File: config.mk
export PLATFORM = sky130hd
export DESIGN_NAME = thread_switch_ctl
export DESIGN_NICKNAME = d
export VERILOG_FILES = /design/src/rtl/tsw_pkg.sv /design/src/rtl/tsw_thread_state.sv /design/src/rtl/tsw_timer.sv /design/src/rtl/tsw_decide.sv /design/src/rtl/thread_switch_ctl.sv
export SDC_FILE = /design/constraint.sdc
export NUM_CORES = 1
export LEC_CHECK = 0
export ABC_CLOCK_PERIOD_IN_PS = 6010
export BUFFER_PORTS_ARGS = -buffer_cell sky130_fd_sc_hd__clkbuf_2
export CORE_MARGIN = 10
export CORE_UTILIZATION = 58
export DETAILED_ROUTE_END_ITERATION = 6
export HOLD_SLACK_MARGIN = 0.06
export PLACE_DENSITY = 0.89
export SYNTH_ARGS = -nofsm -noshare
export SYNTH_HDL_FRONTEND = slang
export SYNTH_SLANG_ARGS = --single-unit
File: constraint.sdc
create_clock -name clk -period 6.01 [get_ports clk]
set_input_delay 0.3005 -clock clk [delete_from_list [all_inputs] [get_ports clk]]
set_output_delay 0.3005 -clock clk [all_outputs]
set_load 0.005 [all_outputs]
File: src/rtl/tsw_pkg.sv
package tsw_pkg;

    typedef enum logic [3:0] {
        RSN_NONE    = 4'd0,
        RSN_L1D     = 4'd1,
        RSN_L1I     = 4'd2,
        RSN_XLAT    = 4'd3,
        RSN_L2D     = 4'd4,
        RSN_L2I     = 4'd5,
        RSN_TLB     = 4'd6,
        RSN_TIMEOUT = 4'd7,
        RSN_PRIO    = 4'd8
    } rsn_e;

    localparam int CE_L1D  = 0;
    localparam int CE_L1I  = 1;
    localparam int CE_XLAT = 2;
    localparam int CE_L2D  = 3;
    localparam int CE_L2I  = 4;
    localparam int CE_TMO  = 5;
    localparam int CE_PRIO = 6;
    localparam int CE_W    = 7;

    typedef struct packed {
        logic go;
        rsn_e why;
    } sw_dec_s;

    function automatic logic any_long(input logic l2d, input logic l2i, input logic tlb);
        return l2d | l2i | tlb;
    endfunction

endpackage

File: src/rtl/tsw_thread_state.sv
module tsw_thread_state #(
    parameter int FP_W = 4
) (
    input  logic            clk,
    input  logic            rst,
    input  logic            set_long,
    input  logic            clr_long,
    input  logic            bump,
    input  logic            retire,
    output logic            long_wait,
    output logic [FP_W-1:0] fp_cnt
);
    localparam logic [FP_W-1:0] FP_MAX = {FP_W{1'b1}};

    always_ff @(posedge clk) begin
        if (rst) begin
            long_wait <= 1'b0;
            fp_cnt    <= '0;
        end else begin
            if (set_long)
                long_wait <= 1'b1;
            else if (clr_long)
                long_wait <= 1'b0;
            if (retire)
                fp_cnt <= '0;
            else if (bump && fp_cnt != FP_MAX)
                fp_cnt <= fp_cnt + 1'b1;
        end
    end

    // retirement resets forward-progress count
    assert_fp_clear_R6: assert property (@(posedge clk) disable iff (rst)
        retire |=> fp_cnt == '0);

endmodule

File: src/rtl/tsw_timer.sv
module tsw_timer #(
    parameter int TO_W = 16
) (
    input  logic            clk,
    input  logic            rst,
    input  logic            clr,
    output logic [TO_W-1:0] cnt
);
    localparam logic [TO_W-1:0] CNT_MAX = {TO_W{1'b1}};

    always_ff @(posedge clk) begin
        if (rst || clr)
            cnt <= '0;
        else if (cnt != CNT_MAX)
            cnt <= cnt + 1'b1;
    end

    // the count saturates rather than wrapping
    assert_tmr_sat_R5: assert property (@(posedge clk) disable iff (rst)
        (cnt == CNT_MAX && !clr) |=> cnt == CNT_MAX);

endmodule

File: src/rtl/tsw_decide.sv
module tsw_decide
    import tsw_pkg::*;
#(
    parameter int TO_W = 16,
    parameter int FP_W = 4
) (
    input  logic [CE_W-1:0] cond_en,
    input  logic            bg_en,
    input  logic [1:0]      prio_fg,
    input  logic [1:0]      prio_bg,
    input  logic            bg_long,
    input  logic            fg_l1d,
    input  logic            fg_l1i,
    input  logic            fg_xlat,
    input  logic            fg_l2d,
    input  logic            fg_l2i,
    input  logic            fg_tlb,
    input  logic            bg_done,
    input  logic [TO_W-1:0] to_cnt,
    input  logic [TO_W-1:0] to_lim,
    input  logic [FP_W-1:0] fp_fg,
    input  logic [FP_W-1:0] fp_lim,
    input  logic            busy,
    output sw_dec_s         dec
);
    logic fg_hi, bg_hi, short_ok, tmo_hit, prio_back;
    rsn_e why;

    always_comb begin
        fg_hi     = cond_en[CE_PRIO] && (prio_fg > prio_bg);
        bg_hi     = cond_en[CE_PRIO] && (prio_bg > prio_fg);
        short_ok  = !bg_long && !fg_hi;
        prio_back = bg_hi && bg_long && bg_done;
        tmo_hit   = cond_en[CE_TMO] && (to_lim != '0) && (to_cnt >= to_lim) && short_ok;

        why = RSN_NONE;
        if (fg_l2d && cond_en[CE_L2D])
            why = RSN_L2D;
        else if (fg_l2i && cond_en[CE_L2I])
            why = RSN_L2I;
        else if (fg_tlb && cond_en[CE_L2D])
            why = RSN_TLB;
        else if (short_ok && fg_l1d && cond_en[CE_L1D])
            why = RSN_L1D;
        else if (short_ok && fg_l1i && cond_en[CE_L1I])
            why = RSN_L1I;
        else if (short_ok && fg_xlat && cond_en[CE_XLAT])
            why = RSN_XLAT;
        else if (prio_back)
            why = RSN_PRIO;
        else if (tmo_hit)
            why = RSN_TIMEOUT;

        dec.why = why;
        dec.go  = bg_en && !busy && !(fp_fg > fp_lim) && (why != RSN_NONE);
    end

endmodule

File: src/rtl/thread_switch_ctl.sv
module thread_switch_ctl
    import tsw_pkg::*;
#(
    parameter int TO_W = 16,
    parameter int FP_W = 4
) (
    input  logic            clk,
    input  logic            rst,
    input  logic [1:0]      thr_en,
    input  logic [1:0]      prio_t0,
    input  logic [1:0]      prio_t1,
    input  logic [CE_W-1:0] cond_en,
    input  logic [TO_W-1:0] timeout_lim,
    input  logic [FP_W-1:0] fp_lim,
    input  logic [1:0]      ev_dmiss,
    input  logic [1:0]      ev_imiss,
    input  logic [1:0]      ev_xmiss,
    input  logic [1:0]      ev_l2d,
    input  logic [1:0]      ev_l2i,
    input  logic [1:0]      ev_tlb,
    input  logic [1:0]      ev_done,
    input  logic [1:0]      ev_retire,
    output logic            sw_req,
    output logic            active_thr,
    output logic [3:0]      reason_t0,
    output logic [3:0]      reason_t1
);
    localparam int NTHR = 2;

    logic            act, bg;
    logic [NTHR-1:0] long_w;
    logic [FP_W-1:0] fp_cnt [NTHR];
    logic [TO_W-1:0] to_cnt;
    logic [1:0]      prio [NTHR];
    rsn_e            rsn_q [NTHR];
    sw_dec_s         dec;

    assign bg      = ~act;
    assign prio[0] = prio_t0;
    assign prio[1] = prio_t1;

    for (genvar t = 0; t < NTHR; t++) begin : g_thr
        tsw_thread_state #(.FP_W(FP_W)) u_state (
            .clk       (clk),
            .rst       (rst),
            .set_long  (any_long(ev_l2d[t], ev_l2i[t], ev_tlb[t])),
            .clr_long  (ev_done[t]),
            .bump      (sw_req),
            .retire    (ev_retire[t]),
            .long_wait (long_w[t]),
            .fp_cnt    (fp_cnt[t])
        );
    end

    tsw_timer #(.TO_W(TO_W)) u_timer (
        .clk (clk),
        .rst (rst),
        .clr (sw_req),
        .cnt (to_cnt)
    );

    tsw_decide #(.TO_W(TO_W), .FP_W(FP_W)) u_decide (
        .cond_en (cond_en),
        .bg_en   (thr_en[bg]),
        .prio_fg (prio[act]),
        .prio_bg (prio[bg]),
        .bg_long (long_w[bg]),
        .fg_l1d  (ev_dmiss[act]),
        .fg_l1i  (ev_imiss[act]),
        .fg_xlat (ev_xmiss[act]),
        .fg_l2d  (ev_l2d[act]),
        .fg_l2i  (ev_l2i[act]),
        .fg_tlb  (ev_tlb[act]),
        .bg_done (ev_done[bg]),
        .to_cnt  (to_cnt),
        .to_lim  (timeout_lim),
        .fp_fg   (fp_cnt[act]),
        .fp_lim  (fp_lim),
        .busy    (sw_req),
        .dec     (dec)
    );

    always_ff @(posedge clk) begin
        if (rst) begin
            sw_req   <= 1'b0;
            act      <= 1'b0;
            rsn_q[0] <= RSN_NONE;
            rsn_q[1] <= RSN_NONE;
        end else begin
            sw_req <= dec.go;
            if (dec.go)
                rsn_q[act] <= dec.why;
            if (sw_req)
                act <= ~act;
        end
    end

    assign active_thr = act;
    assign reason_t0  = rsn_q[0];
    assign reason_t1  = rsn_q[1];

    // request lasts one cycle
    assert_one_cycle_R10: assert property (@(posedge clk) disable iff (rst)
        sw_req |=> !sw_req);

    // active thread flips right after a request
    assert_act_moves_R10: assert property (@(posedge clk) disable iff (rst)
        sw_req |=> act != $past(act));

    // active thread holds without a request
    assert_act_holds_R10: assert property (@(posedge clk) disable iff (rst)
        !sw_req |=> act == $past(act));

    // active-cycle count restarts with the flip
    assert_tmr_restart_R10: assert property (@(posedge clk) disable iff (rst)
        sw_req |=> to_cnt == '0);

    // never hand over to a disabled thread
    assert_no_dis_target_R9: assert property (@(posedge clk) disable iff (rst)
        (!thr_en[bg] && !sw_req) |=> !sw_req);

    // forward-progress inhibit
    assert_fp_inhibit_R6: assert property (@(posedge clk) disable iff (rst)
        ((fp_cnt[act] > fp_lim) && !sw_req) |=> !sw_req);

endmodule

==> out/results.tsv, run 1 <==
metric	value	unit
CTS sink cnt	36	
layout cells sized above 1	23.1	%
Max-Cap Viols	0	
Synth Instances	288	
Total Die Area	0.00731	sq mm
Mapped Area	0.00249	sq mm
buffers and inverters on the worst path	0	
antenna viol nets, final	0	
Num CTS Buffers	5	
PostCTS Resize Cnt	0	
Setup Fix Bufs, Post-CTS	0	
Final period util	57.8	%
# nets final	426	
final setup vio count	0	
Pre-Repair DR Iteration Count	5	
number of remaining DRC errors	0	
Data arrival, critical path	3.42	ns
Hold WS	0.234	ns
Yosys reg bits	36	
CTS tree	yes	
max incr delay on CP	0.92	ns
Ports	61	
fin area	0.00292	sq mm
syn_area_per_cell	8.64	sq um
H-tree depth	2	
antenna violations before repair	0	
Seq/Total Area, Yosys	32.2	%
Worst-Margin Slew	0.908	ns
Slew Limit Fails	0	
critical path class	reg -> reg	
area post-placement	0.00283	sq mm
Synth cell types	49	
grt total ovfl	0	
max_slew headroom	39.4	%
most common cell in the netlist	dfxtp_1	
combined area of the multi-input logic cells	0.00158	sq mm
PwrDens	192	mW/mm^2
drt total wl	6360	um
CP max-delay cell	dfxtp_1	
DP HPWL	5020	um
largest net degree at the start of global routing	24	
asr flop ratio synth	0	%
Initial Util	60.9	%
Syn Nets	364	
Layout area overhead	17.1	%
CP Max Fanout	23	
CORE AREA	0.00409	sq mm
CP endpoint kind	flip-flop	
top cell type by total area after synthesis	dfxtp_1	
Hold Crit Class	in -> reg	
1st-iter DRT viols	195	
Synth warnings	0	
first-pass GRT wire length	10500	um
unrepaired setup endpoints after global routing	false	
GRT Util Overall	17.1	%
fin crit period	3.48	ns
Via-to-Cell Ratio	5.90	
CP dominant cell by count	a31oi_1	
clk buf depth	2	
Worst Path Required	5.96	ns
setup TNS	0	ns
Yosys top cell area share	22.5	%
number of port buffers	60	
ant diodes	0	
die height	85.5	um
WL per Instance	15.9	um
largest cells by area after synthesis	dfxtp_1 (23%), ha_1 (13%), edfxtp_1 (9.7%), mux2_2 (4.5%), nor2_1 (4.1%)	
Hold Vio Cnt, Final	0	
ys flop type	dfxtp_1	
Startpoint Class	flip-flop	
maximum VDD drop	0.000127	V
leak pwr	1.32	nW
GP Congestion	0.855	
storage element area	801	sq um
number of global-route vias before repair	2372	
fmax	0.288	GHz
CTS clk-pin slew, worst paths	0.07	ns
final core utilization	71.3	%
Final Skew	0.00753	ns
FILL cells	328	
run status	finished, final reports clean	
Top delay family on crit path	compound AO/OA/AOI/OAI gates	
worst-skew pair later-pin latency	0.29	ns
Die W	85.5	um
Post-synth EDFFs	8	
Rows	23	
synth cell count leaders	dfxtp_1 (28), nor2_1 (27), ha_1 (25)	
Hold Buf Count CTS	0	
Root Driver	clkbuf_8	
crit-path cells	mux2_2, ha_1, nor2b_1, o31a_1, or3b_1, a31oi_1, a31oi_1, o21bai_1	
vias post-DR	2365	
==> stage by stage <==
| stage | power, W | setup slack [ns] | cells |
|---|---|---|---|
| after CTS | 0.000566 | 2.57 | 401 |
| after floorplan | 0.000347 | 2.80 | 288 |
| final | 0.000561 | 2.53 | 401 |
| after global placement | 0.000382 | 2.73 | 393 |
| after detailed placement | 0.000388 | 2.59 | 393 |
| after global routing | 0.000590 | 2.27 | 401 |
==> metal layers <==
layer  part of all wire (%)  wire [um]  vias up  track usage [%]
met5                      0          0        -                0
met4                    1.4         88        0             6.29
met3                    7.6        486        9             5.68
met2                     51       3220      100             29.8
met1                     40       2570     1081             18.9
li1                       -          -     1175                -
==> logic make-up after synthesis <==
family,after synthesis,synth area share [%]
muxes,18,7.74
buffers and inverters,27,4.37
and+or+nand+nor,124,25.9
AOI/OAI and AO/OA,41,11.3
xor gates and xnor gates,17,5.98
DFF,36,32.2
adders and majority gates,25,12.6
==> worst paths after layout <==
kind / from / to / slack, ns / cells after the start
worst max-delay path: active_thr$_SDFFE_PP0P_ / rsn_q[0][0]$_SDFFCE_PN0P_ / 2.53 / 8
worst min-delay path: ev_retire[1] / g_thr[1].u_state.fp_cnt[3]$_SDFFE_PP0P_ / 0.23 / 2
worst max register to register: active_thr$_SDFFE_PP0P_ / rsn_q[0][0]$_SDFFCE_PN0P_ / 2.53 / 8
worst min register to register: g_thr[0].u_state.long_wait$_SDFFE_PP0P_ / g_thr[0].u_state.long_wait$_SDFFE_PP0P_ / 0.50 / 2
==> report_power, final <==
group          internal [W]  total (W)  switching, W  leakage [nW]
logic             0.0000563   0.000115     0.0000586         0.967
clock network     0.0000934   0.000176     0.0000821        0.0455
registers          0.000257   0.000270     0.0000136         0.311
==> layout make-up <==
class                           count  share of cell area (%)
Tap cell                           50                    2.15
Inverter                           22                    2.83
Sequential cell                    36                    27.5
Clock buffer                        8                    3.09
Multi-Input combinational cell    225                    54.2
Timing Repair Buffer               60                    10.3
==> flip-flops by register name, summed over array words and instances, names as in the netlist <==
signal                   flops
g_thr.u_state.long_wait      2
rsn_q                        8
g_thr.u_state.fp_cnt         8
active_thr                   1
sw_req                       1
u_timer.cnt                 16
==> worst reg2reg max path: stages (launching register included) <==
cell and delay, ns:
dfxtp_1 0.92, mux2_2 0.42, ha_1 0.29, nor2b_1 0.18
o31a_1 0.22, or3b_1 0.36, a31oi_1 0.22, a31oi_1 0.13
o21bai_1 0.40
==> placed cells by master, fill, tap and decap left out, types with 8 or more instances in the layout <==
cell type  count
mux2_2        10
nand4_1        8
dfxtp_1       28
mux2i_1        8
clkbuf_2      60
nor2_1        27
a21oi_1       12
edfxtp_1       8
nand2_1       16
inv_1         22
xnor2_1       11
nand3_1       18
nor3_1        20
ha_1          25
Power figures use the tool's default switching activity.
==> inputs of run 2 (changes only) <==
--- a/config.mk
+++ b/config.mk
@@ -5,13 +5,13 @@
 export SDC_FILE = /design/constraint.sdc
 export NUM_CORES = 1
 export LEC_CHECK = 0
-export ABC_CLOCK_PERIOD_IN_PS = 6010
+export ABC_CLOCK_PERIOD_IN_PS = 2800
 export BUFFER_PORTS_ARGS = -buffer_cell sky130_fd_sc_hd__clkbuf_2
 export CORE_MARGIN = 10
-export CORE_UTILIZATION = 58
+export CORE_UTILIZATION = 49
 export DETAILED_ROUTE_END_ITERATION = 6
 export HOLD_SLACK_MARGIN = 0.06
-export PLACE_DENSITY = 0.89
+export PLACE_DENSITY = 0.8
 export SYNTH_ARGS = -nofsm -noshare
 export SYNTH_HDL_FRONTEND = slang
 export SYNTH_SLANG_ARGS = --single-unit
==> constraint.sdc (replaced) <==
create_clock -name clk -period 2.8 [get_ports clk]
set_input_delay 0.14 -clock clk [delete_from_list [all_inputs] [get_ports clk]]
set_output_delay 0.14 -clock clk [all_outputs]
set_load 0.005 [all_outputs]
==> run 2 against run 1 <==
Compared with the run above:
- die area rose by 14%
- worst setup slack got worse by 2.4 ns
- final cell count grew 5.5%
- critical path depth stayed put
- total power grew 120%
- worst hold slack worse by 0.14 ns
- core utilization decreased by 8.5 points
- register-to-register slack got worse by 2.4 ns
- routed wire length shrank 1.9%
- via count is 1.3% lower
- clock skew increased by 0.0060 ns
- critical endpoint is now rsn_q[1][3]$_SDFFCE_PN0P_
- global-route usage fell by 2.4 points
==> out/results.tsv, run 2 (same netlist as run 1, synthesis figures left out) <==
metric	value	unit	change
run status	finished, final reports clean		unchanged
CTS sink cnt	36		unchanged
antenna viol nets, final	0		unchanged
grt total ovfl	0		unchanged
fin crit period	2.67	ns	was 3.48 ns
1st-iter DRT viols	127		was 195
Ports	61		unchanged
critical path class	reg -> reg		unchanged
Largest register FFs	16		unchanged
GRT Util Overall	14.7	%	was 17.1%
CP Max Fanout	8		was 23
maximum VDD drop	0.000251	V	was 0.000127 V
setup TNS	0	ns	unchanged
Via-to-Cell Ratio	5.52		was 5.90
FF-to-FF Start	active_thr$_SDFFE_PP0P_		unchanged
Hold Crit Class	in -> reg		unchanged
area post-placement	0.00288	sq mm	was 0.00283 sq mm
Worst Hold End	g_thr[0].u_state.long_wait$_SDFFE_PP0P_		was g_thr[1].u_state.fp_cnt[3]$_SDFFE_PP0P_
fmax	0.374	GHz	was 0.288 GHz
Biggest register	u_timer.cnt		unchanged
CORE AREA	0.00482	sq mm	was 0.00409 sq mm
CTS tree	yes		unchanged
Total Die Area	0.00833	sq mm	was 0.00731 sq mm
Rows	25		was 23
Net Sw Power	0.000350	W	was 0.000154 W
worst-skew pair later-pin latency	0.30	ns	was 0.29 ns
GP Congestion	0.829		was 0.855
ant diodes	0		unchanged
Max-Cap Viols	0		unchanged
Pre-Repair DR Iteration Count	4		was 5
layout cells sized above 1	25.3	%	was 23.1%
FILL cells	437		was 328
DP HPWL	5110	um	was 5020 um
capture point of the worst reg-to-reg path	rsn_q[1][3]$_SDFFCE_PN0P_		was rsn_q[0][0]$_SDFFCE_PN0P_
combined area of the multi-input logic cells	0.00162	sq mm	was 0.00158 sq mm
Worst-Margin Slew	0.495	ns	was 0.908 ns
largest net degree at the start of global routing	19		was 24
final setup vio count	0		unchanged
fin area	0.00303	sq mm	was 0.00292 sq mm
antenna violations before repair	0		unchanged
vias post-DR	2335		was 2365
Data arrival, critical path	2.65	ns	was 3.42 ns
Layout area overhead	21.7	%	was 17.1%
Final Skew	0.0135	ns	was 0.00753 ns
Int Power	0.000885	W	was 0.000406 W
WL per Instance	14.7	um	was 15.9 um
most frequent cells in the layout	clkbuf_2 (60), nor2_1 (27), dfxtp_1 (27), ha_1 (25), inv_1 (22)		was clkbuf_2 (60), dfxtp_1 (28), nor2_1 (27), ha_1 (25), inv_1 (22)
number of port buffers	60		unchanged
PwrDens	408	mW/mm^2	was 192 mW/mm^2
# nets final	431		was 426
CP endpoint kind	flip-flop		unchanged
number of remaining DRC errors	0		unchanged
drt total wl	6240	um	was 6360 um
H-tree depth	2		unchanged
R2R setup slack	0.13	ns	was 2.53 ns
leak pwr	1.35	nW	was 1.32 nW
Num CTS Buffers	5		unchanged
Final period util	95.4	%	was 57.8%
hold_sp	ev_done[0]		was ev_retire[1]
Startpoint Class	flip-flop		unchanged
most common cell after layout, fill and taps aside	clkbuf_2		unchanged
clock network fraction of total power	31.3	%	about the same
number of global-route vias before repair	2276		was 2372
CTS clk-pin slew, worst paths	0.08	ns	was 0.07 ns
top flop regs	u_timer.cnt: 16 flops, g_thr.u_state.fp_cnt: 8 flops, rsn_q: 8 flops		unchanged
sw frac	28.4	%	was 27.5%
Root Driver	clkbuf_8		unchanged
storage element area	805	sq um	was 801 sq um
first-pass GRT wire length	10200	um	was 10500 um
die height	91.3	um	was 85.5 um
clk buf depth	2		unchanged
combinational group share of total power	22.4	%	was 20.5%
hold path cells	3		was 2
power share of the sequential group	46.3	%	was 48.2%
Die W	91.3	um	was 85.5 um
R2R depth	8		unchanged
Slew Limit Fails	0		unchanged
Initial Util	51.7	%	was 60.9%
unrepaired setup endpoints after global routing	false		unchanged
Worst Path Required	2.78	ns	was 5.96 ns
Hold Vio Cnt, Final	0		unchanged
max_slew headroom	66.9	%	was 39.4%
run 2: power groups by stage:
stage	Clock (W)	Combinational [W]	Sequential, W
after floorplan	0	0.000175	0.000578
after global placement	0	0.000249	0.000582
after detailed placement	0	0.000257	0.000583
after CTS	0.000392	0.000260	0.000572
after global routing	0.000419	0.000308	0.000575
final	0.000387	0.000277	0.000572
run 2: how the worst max path moves through the flow:
stage | startpoint | endpoint | slack (ns) | cells past startpoint
floorplan | active_thr$_SDFFE_PP0P_ | rsn_q[0][0]$_SDFFCE_PN0P_ | 0.01 | 10
global placement | active_thr$_SDFFE_PP0P_ | rsn_q[0][1]$_SDFFCE_PN0P_ | 0.15 | 8
detailed placement | active_thr$_SDFFE_PP0P_ | rsn_q[1][3]$_SDFFCE_PN0P_ | 0.05 | 9
CTS | active_thr$_SDFFE_PP0P_ | rsn_q[1][3]$_SDFFCE_PN0P_ | 0.04 | 8
global route | active_thr$_SDFFE_PP0P_ | rsn_q[1][3]$_SDFFCE_PN0P_ | 0.03 | 8
finish | active_thr$_SDFFE_PP0P_ | rsn_q[1][3]$_SDFFCE_PN0P_ | 0.13 | 8
run 2: final cells by class:
| cell class | count | share of cell area [%] |
|---|---|---|
| Multi-Input combinational cell | 225 | 53.5 |
| Sequential cell | 36 | 26.6 |
| Timing Repair Buffer | 65 | 11.4 |
| Clock buffer | 8 | 2.97 |
| Tap cell | 67 | 2.77 |
| Inverter | 22 | 2.73 |
run 2: metrics by stage:
step | worst slack, ns | instances | utilization [%] | hold WS, ns | total power [W]
CTS | 0.0373 | 422 | 62.0 | 0.0997 | 0.00122
detailed placement | 0.0506 | 412 | 59.7 | 0.360 | 0.000840
global placement | 0.152 | 412 | 59.7 | 0.364 | 0.000832
finish | 0.130 | 423 | 62.9 | 0.0989 | 0.00124
global route | 0.0297 | 423 | 62.9 | 0.112 | 0.00130
floorplan | 0.0127 | 288 | - | 0.217 | 0.000753
run 2: critical path, stage by stage (launching register included):
cell      delay [ns]
dfxtp_4         0.41
mux2_2          0.35
ha_1            0.29
nor2b_1         0.19
o31a_1          0.18
or3b_1          0.38
a31oi_2         0.22
a31oi_4         0.09
o21bai_2        0.26
run 2: layer usage:
layer	GRT usage (%)	up-vias	share of wire [%]
li1	-	1182	-
met2	24.6	48	48
met4	6.79	0	2.4
met5	0	-	0
met1	16.5	1092	43
met3	5.27	13	5.8
run 2: repair_timing:
item                                   in CTS  in global routing
endpoints found under the hold margin       8                  0
setup endpoints to repair                   0                  8
buffers inserted                            0                  1
resized for setup                           0                  7
hold buffers                                2                  0
